`src/rtl/lvd_pkg.sv`:
```
package lvd_pkg;
    localparam int BYTE_W = 8;
    localparam int ADDR_W = 2;

    localparam logic [ADDR_W-1:0] A_DET  = 2'd0;
    localparam logic [ADDR_W-1:0] A_WARN = 2'd1;
    localparam logic [ADDR_W-1:0] A_REG  = 2'd2;

    // bit positions shared by the detect and warning bytes
    localparam int B_IE   = 5;
    localparam int B_ACK  = 6;
    localparam int B_FLAG = 7;
    localparam int B_RE   = 4;
    // regulator byte
    localparam int B_BUF  = 0;
    localparam int B_RUN  = 2;
    localparam int B_ISO  = 3;
    localparam int B_BGLP = 4;

    localparam int NCH    = 2;   // channel 0 detect, channel 1 warning
    localparam int CH_DET = 0;
    localparam int CH_WRN = 1;

    typedef struct packed {
        logic       re;
        logic       re_locked;
        logic [1:0] ie;
        logic       bgbuf;
        logic       bglp;
        logic       iso;
    } chip_st_t;
endpackage

```
`src/rtl/lvd_flag_cell.sv`:
```
module lvd_flag_cell (
    input  logic clk,
    input  logic rst_n,
    input  logic below,
    input  logic block,
    input  logic ack,
    output logic flag
);
    typedef struct packed {
        logic prev;
        logic flag;
    } cell_st_t;

    cell_st_t st_d, st_q;

    always_comb begin
        st_d      = st_q;
        st_d.prev = below;
        // prev resets to 0, so a level already low-supply at reset exit acts as an edge
        if (below && !st_q.prev && !block)
            st_d.flag = 1'b1;
        else if (ack)
            st_d.flag = 1'b0;
    end

    always_ff @(posedge clk or negedge rst_n) begin
        if (!rst_n) st_q <= '0;
        else        st_q <= st_d;
    end

    assign flag = st_q.flag;
endmodule

```
`src/rtl/lvd_readback.sv`:
```
module lvd_readback
    import lvd_pkg::*;
#(
    parameter int TRIP_W = 2
) (
    input  logic [ADDR_W-1:0] addr,
    input  logic [TRIP_W-1:0] det_sel,
    input  logic [TRIP_W-1:0] warn_sel,
    input  logic [NCH-1:0]    flag,
    input  chip_st_t          st,
    input  logic              run_stat,
    output logic [BYTE_W-1:0] rdata
);
    always_comb begin
        rdata = '0;
        unique case (addr)
            A_DET: begin
                rdata[TRIP_W-1:0] = det_sel;
                rdata[B_RE]       = st.re;
                rdata[B_IE]       = st.ie[CH_DET];
                rdata[B_FLAG]     = flag[CH_DET];
            end
            A_WARN: begin
                rdata[TRIP_W-1:0] = warn_sel;
                rdata[B_IE]       = st.ie[CH_WRN];
                rdata[B_FLAG]     = flag[CH_WRN];
            end
            A_REG: begin
                rdata[B_BUF]  = st.bgbuf;
                rdata[B_RUN]  = run_stat;
                rdata[B_ISO]  = st.iso;
                rdata[B_BGLP] = st.bglp;
            end
            default: rdata = '0;
        endcase
    end
endmodule

```
`src/rtl/lvd_ctrl_regs.sv`:
```
module lvd_ctrl_regs
    import lvd_pkg::*;
#(
    parameter int TRIP_W = 2
) (
    input  logic              clk,
    input  logic              por_n,
    input  logic              chip_rst_n,
    input  logic [1:0]        bus_addr,
    input  logic              bus_wr,
    input  logic [7:0]        bus_wdata,
    output logic [7:0]        bus_rdata,
    input  logic              det_below,
    input  logic              warn_below,
    input  logic              lowpwr_mode,
    input  logic              reg_run_stat,
    input  logic              iso_set,
    output logic [TRIP_W-1:0] det_trip_sel,
    output logic [TRIP_W-1:0] warn_trip_sel,
    output logic              det_irq,
    output logic              warn_irq,
    output logic              lvd_reset_req,
    output logic              bgbuf_en,
    output logic              bg_lp_en,
    output logic              io_iso
);
    typedef struct packed {
        logic [TRIP_W-1:0] det_sel;
        logic [TRIP_W-1:0] warn_sel;
    } por_st_t;

    localparam chip_st_t CHIP_RST = '{re: 1'b1, default: '0};

    logic rst_chip_n;
    assign rst_chip_n = por_n & chip_rst_n;

    logic wr_det, wr_warn, wr_reg;
    assign wr_det  = bus_wr && (bus_addr == A_DET);
    assign wr_warn = bus_wr && (bus_addr == A_WARN);
    assign wr_reg  = bus_wr && (bus_addr == A_REG);

    por_st_t  por_d, por_q;
    chip_st_t chip_d, chip_q;

    // ---- next state ----
    always_comb begin
        por_d = por_q;
        if (wr_det)  por_d.det_sel  = bus_wdata[TRIP_W-1:0];
        if (wr_warn) por_d.warn_sel = bus_wdata[TRIP_W-1:0];
    end

    always_comb begin
        chip_d = chip_q;
        if (wr_det) begin
            chip_d.ie[CH_DET] = bus_wdata[B_IE];
            chip_d.re_locked  = 1'b1;
            if (!chip_q.re_locked) chip_d.re = bus_wdata[B_RE];
        end
        if (wr_warn) chip_d.ie[CH_WRN] = bus_wdata[B_IE];
        if (wr_reg) begin
            chip_d.bgbuf = bus_wdata[B_BUF];
            chip_d.bglp  = bus_wdata[B_BGLP];
            if (bus_wdata[B_ISO]) chip_d.iso = 1'b0;
        end
        if (iso_set) chip_d.iso = 1'b1;
    end

    // ---- registers, one per reset domain ----
    always_ff @(posedge clk or negedge por_n) begin
        if (!por_n) por_q <= '0;
        else        por_q <= por_d;
    end

    always_ff @(posedge clk or negedge rst_chip_n) begin
        if (!rst_chip_n) chip_q <= CHIP_RST;
        else             chip_q <= chip_d;
    end

    // ---- event flags ----
    logic [NCH-1:0] below_v, ack_v, flag_v;
    assign below_v[CH_DET] = det_below;
    assign below_v[CH_WRN] = warn_below;
    assign ack_v[CH_DET]   = wr_det  && bus_wdata[B_ACK];
    assign ack_v[CH_WRN]   = wr_warn && bus_wdata[B_ACK];

    for (genvar g = 0; g < NCH; g++) begin : g_flag
        lvd_flag_cell i_cell (
            .clk   (clk),
            .rst_n (rst_chip_n),
            .below (below_v[g]),
            .block (lowpwr_mode),
            .ack   (ack_v[g]),
            .flag  (flag_v[g])
        );
    end

    logic det_flag, warn_flag, det_rst_en, rst_en_locked;
    logic [NCH-1:0] irq_en;
    assign det_flag      = flag_v[CH_DET];
    assign warn_flag     = flag_v[CH_WRN];
    assign det_rst_en    = chip_q.re;
    assign rst_en_locked = chip_q.re_locked;
    assign irq_en        = chip_q.ie;

    lvd_readback #(.TRIP_W(TRIP_W)) i_rb (
        .addr     (bus_addr),
        .det_sel  (por_q.det_sel),
        .warn_sel (por_q.warn_sel),
        .flag     (flag_v),
        .st       (chip_q),
        .run_stat (reg_run_stat),
        .rdata    (bus_rdata)
    );

    // ---- outputs ----
    assign det_trip_sel  = por_q.det_sel;
    assign warn_trip_sel = por_q.warn_sel;
    assign det_irq       = det_flag  & chip_q.ie[CH_DET];
    assign warn_irq      = warn_flag & chip_q.ie[CH_WRN];
    assign lvd_reset_req = det_flag  & chip_q.re;
    assign bgbuf_en      = chip_q.bgbuf;
    assign bg_lp_en      = chip_q.bglp;
    assign io_iso        = chip_q.iso;
endmodule

```
`config.mk`:
```
export PLATFORM = sky130hd
export DESIGN_NAME = lvd_ctrl_regs
export DESIGN_NICKNAME = d
export VERILOG_FILES = /design/src/rtl/lvd_pkg.sv /design/src/rtl/lvd_flag_cell.sv /design/src/rtl/lvd_readback.sv /design/src/rtl/lvd_ctrl_regs.sv
export SDC_FILE = /design/constraint.sdc
export NUM_CORES = 1
export LEC_CHECK = 0
export ABC_AREA = 0
export ABC_CLOCK_PERIOD_IN_PS = 1200
export BUFFER_PORTS_ARGS = -buffer_cell sky130_fd_sc_hd__buf_4
export CAP_MARGIN = 20
export CELL_PAD_IN_SITES_DETAIL_PLACEMENT = 0
export CELL_PAD_IN_SITES_GLOBAL_PLACEMENT = 1
export CORE_UTILIZATION = 33
export DETAILED_ROUTE_END_ITERATION = 8
export GPL_TIMING_DRIVEN = 0
export HOLD_SLACK_MARGIN = 0.06
export PLACE_DENSITY_LB_ADDON = 0.1
export SKIP_LAST_GASP = 1
export SLEW_MARGIN = 20
export SYNTH_ARGS = -nofsm -noshare
export SYNTH_HDL_FRONTEND = slang
export SYNTH_SLANG_ARGS = --single-unit
```
`constraint.sdc`:
```
create_clock -name clk -period 1.2 [get_ports clk]
set_input_delay 0.24 -clock clk [delete_from_list [all_inputs] [get_ports clk]]
set_output_delay 0.24 -clock clk [all_outputs]
set_load 0.02 [all_outputs]
```
# Yosys cells after proc, flatten, opt, wreduce, memory -nomap -nowiden

Index checks and enable logic that the tools add are counted.

Word-level logic and storage cells: 52
Input bits: 19
Output and inout bits: 18
Register bits: 15

Reductions and logical operators: 19
Multiplexer cells: 13
Bitwise logic cells: 5
Equality and inequality tests: 2

Operator list:

| kind                                                             | number |
|---|---|
| 1-bit logical AND                                                | 9 |
| 1-bit one-hot mux with 2 select lines                            | 4 |
| 2-bit nonzero test                                               | 4 |
| 1-bit 2-to-1 mux                                                 | 7 |
| 1-bit bitwise AND                                                | 4 |
| 2-bit AND reduction                                              | 2 |
| 1-bit logical NOT                                                | 3 |
| 1-bit one-hot mux with 3 select lines                            | 1 |
| 2-bit by 1-bit == test with 1-bit output (second input constant) | 1 |
| 2-bit == test (second input constant)                            | 1 |
| 2-bit logical NOT                                                | 1 |
| 2-bit 2-to-1 mux                                                 | 1 |
| 1-bit inverter                                                   | 1 |

# Longest topological paths before layout

Depth after elaboration: 5
Depth in mapped cells: 3
Depth with buffers taken out: 2

# Cells and area by module

Synthesis repeated with hierarchy kept, for this count alone.

Cells, all modules: 61
Area total of the unflattened synthesis: 768.2 um^2

Modules (own cells, without submodules):

| module        | cells each | area each (um^2) | sequential area each (um^2) | instances |
|---|---|---|---|---|
| lvd_ctrl_regs | 34         | 493.0            | 276.5                       | 1 |
| lvd_flag_cell | 5          | 73.8             | 50.0                        | 2 |
| lvd_readback  | 17         | 127.6            | 0.0                         | 1 |

# Worst setup path before layout

OpenSTA, ideal clock, no wires.

Kind: reg-to-output
Start point: register chip_q, in the netlist bgbuf_en
End point: output port bus_rdata[0]
Path slack: 0.079 ns
Arrival: 0.881 ns
Required time: 0.960 ns
Path buffers: 0
Cell stages (with the launch flop): 3
Cells stage by stage: dfrtp_1 > mux2i_1 > o21ai_1

Cells in the longest elaborated chain, start to end: 1

Ends and longest elaborated chain:

| element                               | RTL line            | text |
|---|---|---|
| from (decl)                           | lvd_ctrl_regs.sv:43 | `chip_st_t chip_d, chip_q;` |
| from (signal assigned)                | lvd_ctrl_regs.sv:76 | `else chip_q <= chip_d;` |
| 1-bit one-hot mux with 3 select lines | lvd_readback.sv:16  | `unique case (addr)` |
| to (decl)                             | lvd_ctrl_regs.sv:12 | `output logic [7:0] bus_rdata,` |

No other way between the ends.

# Final worst setup path

Start point: register chip_q, in the netlist det_rst_en
End point: output port bus_rdata[4]

Cells in the longest elaborated chain, start to end: 1

Ends and longest elaborated chain:

| element                               | RTL line |
|---|---|
| 1-bit one-hot mux with 2 select lines | lvd_readback.sv:16 |

No other way between the ends.

==> flow_metrics.py <==
metrics = {
    "floorplan": {
        "die-area_sq_um": 2466,
        "die_x_um": 49.66,
        "core_area_sq_um": 2042,
        "initial_utilization_pct": 36.70,
        "die_h_um": 49.66,
        "ioPinCount": 37,
        "rows": 16,
    },
    "critical_path": {
        "worstSetupPathType": "reg -> out",
        "reg2reg_slack_ps": 60,
        "r2r-start": "rst_en_locked",
        "max_stage_delay_ps": 540,
        "rr_worst_depth": 2,
        "cp_max_fo": 3,
        "worstPathRequired_ps": 960,
        "worstSetupEndpoint": "bus_rdata[4]",
        "cp-startpoint": "det_rst_en",
        "crit_path_end_kind": "output pin",
        "critPathLaunchType": "flip-flop",
        "crit_chain": "mux2i_1 > nor2_1 > buf_4",
        "rr_endpoint": "det_rst_en",
        "arrival_ps": 1110,
        "cp_slowest_cell": "dfstp_2",
    },
    "power_and_ir_drop": {
        "power_density_nw_per_um2": 1276,
        "p_sw_uw": 470.6,
        "p_clk_share_pct": 19.0,
        "switching_share_pct": 31.25,
        "ir_drop_v": 0.0008179,
        "seq_power_share_pct": 42.3,
        "p_int_uw": 1035,
        "total_power_uw": 1506,
        "p_leak_uw": 0.0005852,
        "p_comb_share_pct": 38.6,
    },
    "sta": {
        "fin_skew_ps": 0.2304,
        "relSlewSlack_pct": 65.23,
        "worst_slew_pin_slew_ps": 521.6,
        "setup_tns_ps": -598.6,
        "period_needed_ps": 1345,
        "finalCritPeriodShare_pct": 112.1,
        "hold_violations": 0,
        "setup_viol": 9,
        "max_freq_mhz": 743.3,
        "fin_ws_ps": -145.4,
        "fin_hold_ws_ps": 69.00,
        "rsz0062_at_grt": "yes",
        "slew_viol_final": 0,
    },
    "synthesis": {
        "avgSynthCellArea_sq_um": 12.92,
        "synth_top_family_by_area": "simple AND/OR/NAND/NOR gates",
        "synth_fa_ha_area_share_pct": 0,
        "synth_area_sq_um": 749.5,
        "yosysSeqAreaShare_pct": 50.25,
        "ys_warn_count": 0,
        "synthesis.nets": 77,
        "syn_inst": 58,
        "synth-xor-area-share_pct": 0,
        "synth-simple-area-share_pct": 21.87,
        "synth-compound-area-share_pct": 4.174,
        "synth.area.mux_share_pct": 20.20,
        "synth_cell_types": 21,
        "ys_ff_latch": 15,
    },
    "route": {
        "routed_via_density": 4.687,
        "drt_first_pass_iters": 4,
        "totalWireLength_um": 1663,
        "drt_iter0_drc": 2,
        "route.detailed.drc": 0,
        "ant_nets": 0,
        "wl_per_cell_um": 12.69,
        "vias": 614,
    },
    "global_route": {
        "grt_overflow_total": 0,
        "grt_util_all_layers_pct": 14.26,
        "grt_pass1_vias": 605,
        "grt_pass1_wl_um": 2656,
        "grt_max_degree": 12,
        "antenna_found_initial": 0,
    },
    "finish": {
        "area_growth_pct": 57.43,
        "insertedDiodeCount": 0,
        "layout.nets": 124,
        "nFillCells": 203,
        "instances_no_fill": 131,
        "drive_gt1_share_pct": 50.96,
    },
    "clocking": {
        "ctsHtreeMaxLevel": 1,
        "cts_tree": "built",
        "cts-root-buf": "clkbuf_4",
        "clk_latency_ps": 280,
        "numCtsBuffers": 3,
        "clockBufferDepth": 2,
        "clkTransAtPathRegs_ps": 90,
        "cts_num_sinks": 15,
    },
    "place": {
        "port_buffers": 33,
        "dpl.hpwl_um": 1160,
        "routabilityCongestion": 0.6456,
        "dp.cells": 118,
    },
    "status": {
        "violations": "setup timing",
        "outcome": "finished with violations",
    },
    "worst_hold_path": {
        "hold_class": "in -> reg",
    },
    "job": {
        "cap_viol_max_count": 0,
    },
}
## cell type report
cell class	count	area, sq um	area share (%)
Multi-Input combinational cell	40	355.3	30.12
Clock inverter	1	5.005	0.4242
Sequential cell	15	376.6	31.92
Timing Repair Buffer	42	364.1	30.86
Buffer	3	22.52	1.909
Clock buffer	3	22.52	1.909
Tap cell	27	33.78	2.863
## synth_stat cells
cell | n | area share (%)
or2_2 | 1 | 0.84
a22o_1 | 2 | 2.3
conb_1 | 1 | 0.50
nor3b_4 | 1 | 2.5
nand3b_2 | 1 | 1.5
mux2_1 | 9 | 14
nand3b_4 | 1 | 2.7
nand4bb_1 | 1 | 1.5
dfstp_2 | 1 | 3.5
nand3b_1 | 1 | 1.0
o22a_1 | 1 | 1.2
o21ai_1 | 1 | 0.67
and2_1 | 4 | 3.3
and3b_1 | 2 | 2.3
buf_4 | 3 | 3.0
nand2b_1 | 1 | 0.84
dfrtp_1 | 14 | 47
mux2i_1 | 5 | 6.7
nor4b_1 | 1 | 1.2
nand4b_1 | 1 | 1.2
nor2_1 | 6 | 3.0
## power by group through the flow
stage	Combinational [uW]	Clock (uW)	Sequential [uW]
2_1_floorplan	208	0	686
5_1_grt	623	318	648
6_report	582	287	638
4_1_cts	549	298	634
3_5_place_dp	466	0	651
3_3_place_gp	462	0	649
## cell usage in the layout, fill, tap and decap left out, drive strengths merged, types with 2 or more instances in the layout
cell type    netlist  routed
buf                3      42
dfrtp             14      14
mux2               9       9
nor2               6       6
mux2i              5       5
and2               4       4
clkbuf             0       3
dlygate4sd3        0       3
nand3b             3       3
and3b              2       2
a22o               2       2
## repair_timing
action | 4_1_cts | 5_1_grt
pin swaps | 2 | 1
setup buffers | 6 | 0
hold buffers | 2 | 1
setup endpoints to repair | 9 | 14
gates resized for setup | 5 | 8
endpoints found under the hold margin | 14 | 1
## stage by stage
stage	cell area (sq um)	util, %	setup WS (ps)
after global placement	1031	50.49	-7.360
after floorplan	749.5	-	78.52
final	1180	57.78	-145.4
after detailed placement	1031	50.49	-14.67
after CTS	1140	55.82	-158.6
after global routing	1180	57.78	-244.9
## state kept, by name, indices dropped and copies added (netlist names)
| signal | flops |
|---|---|
| io_iso | 1 |
| bgbuf_en | 1 |
| rst_en_locked | 1 |
| bg_lp_en | 1 |
| det_rst_en | 1 |
| warn_trip_sel | 2 |
| irq_en | 2 |
| g_flag.i_cell.st_q | 2 |
| g_flag.i_cell.flag | 2 |
| det_trip_sel | 2 |
## critical path, delay by kind of cell, from the launching register on
family | cells | cell delay [ps]
flops | 1 | 540
buf+inv | 1 | 140
simple gates | 1 | 80
mux | 1 | 60
## kinds of logic after synthesis
logic type      count (synthesis)
flops                          15
other cells                     1
mux                            14
simple gates                   21
buf+inv                         3
compound gates                  4
## how the worst min path moves through the flow
stage / startpoint / to / slack (ps) / depth (start not counted)
floorplan: por_n / det_trip_sel[0] / -60 / 0
global placement: por_n / det_trip_sel[1] / 40 / 1
detailed placement: por_n / det_trip_sel[1] / 40 / 1
CTS: det_below / g_flag[0].i_cell.st_q[1] / 60 / 1
global route: det_below / g_flag[0].i_cell.st_q[1] / 60 / 1
finish: det_below / g_flag[0].i_cell.st_q[1] / 70 / 1
## metal layers
metal  track usage [%]  wire length [um]  vias up  part of all wire, %
met1             18.99               770      294                   46
met5                 0                 0        -                    0
met4             4.286                 0        0                    0
met2             22.97               800       24                   48
li1                  -                 -      296                    -
met3             3.086                92        0                  5.5
Note: power is estimated with default switching activity, not from simulation.
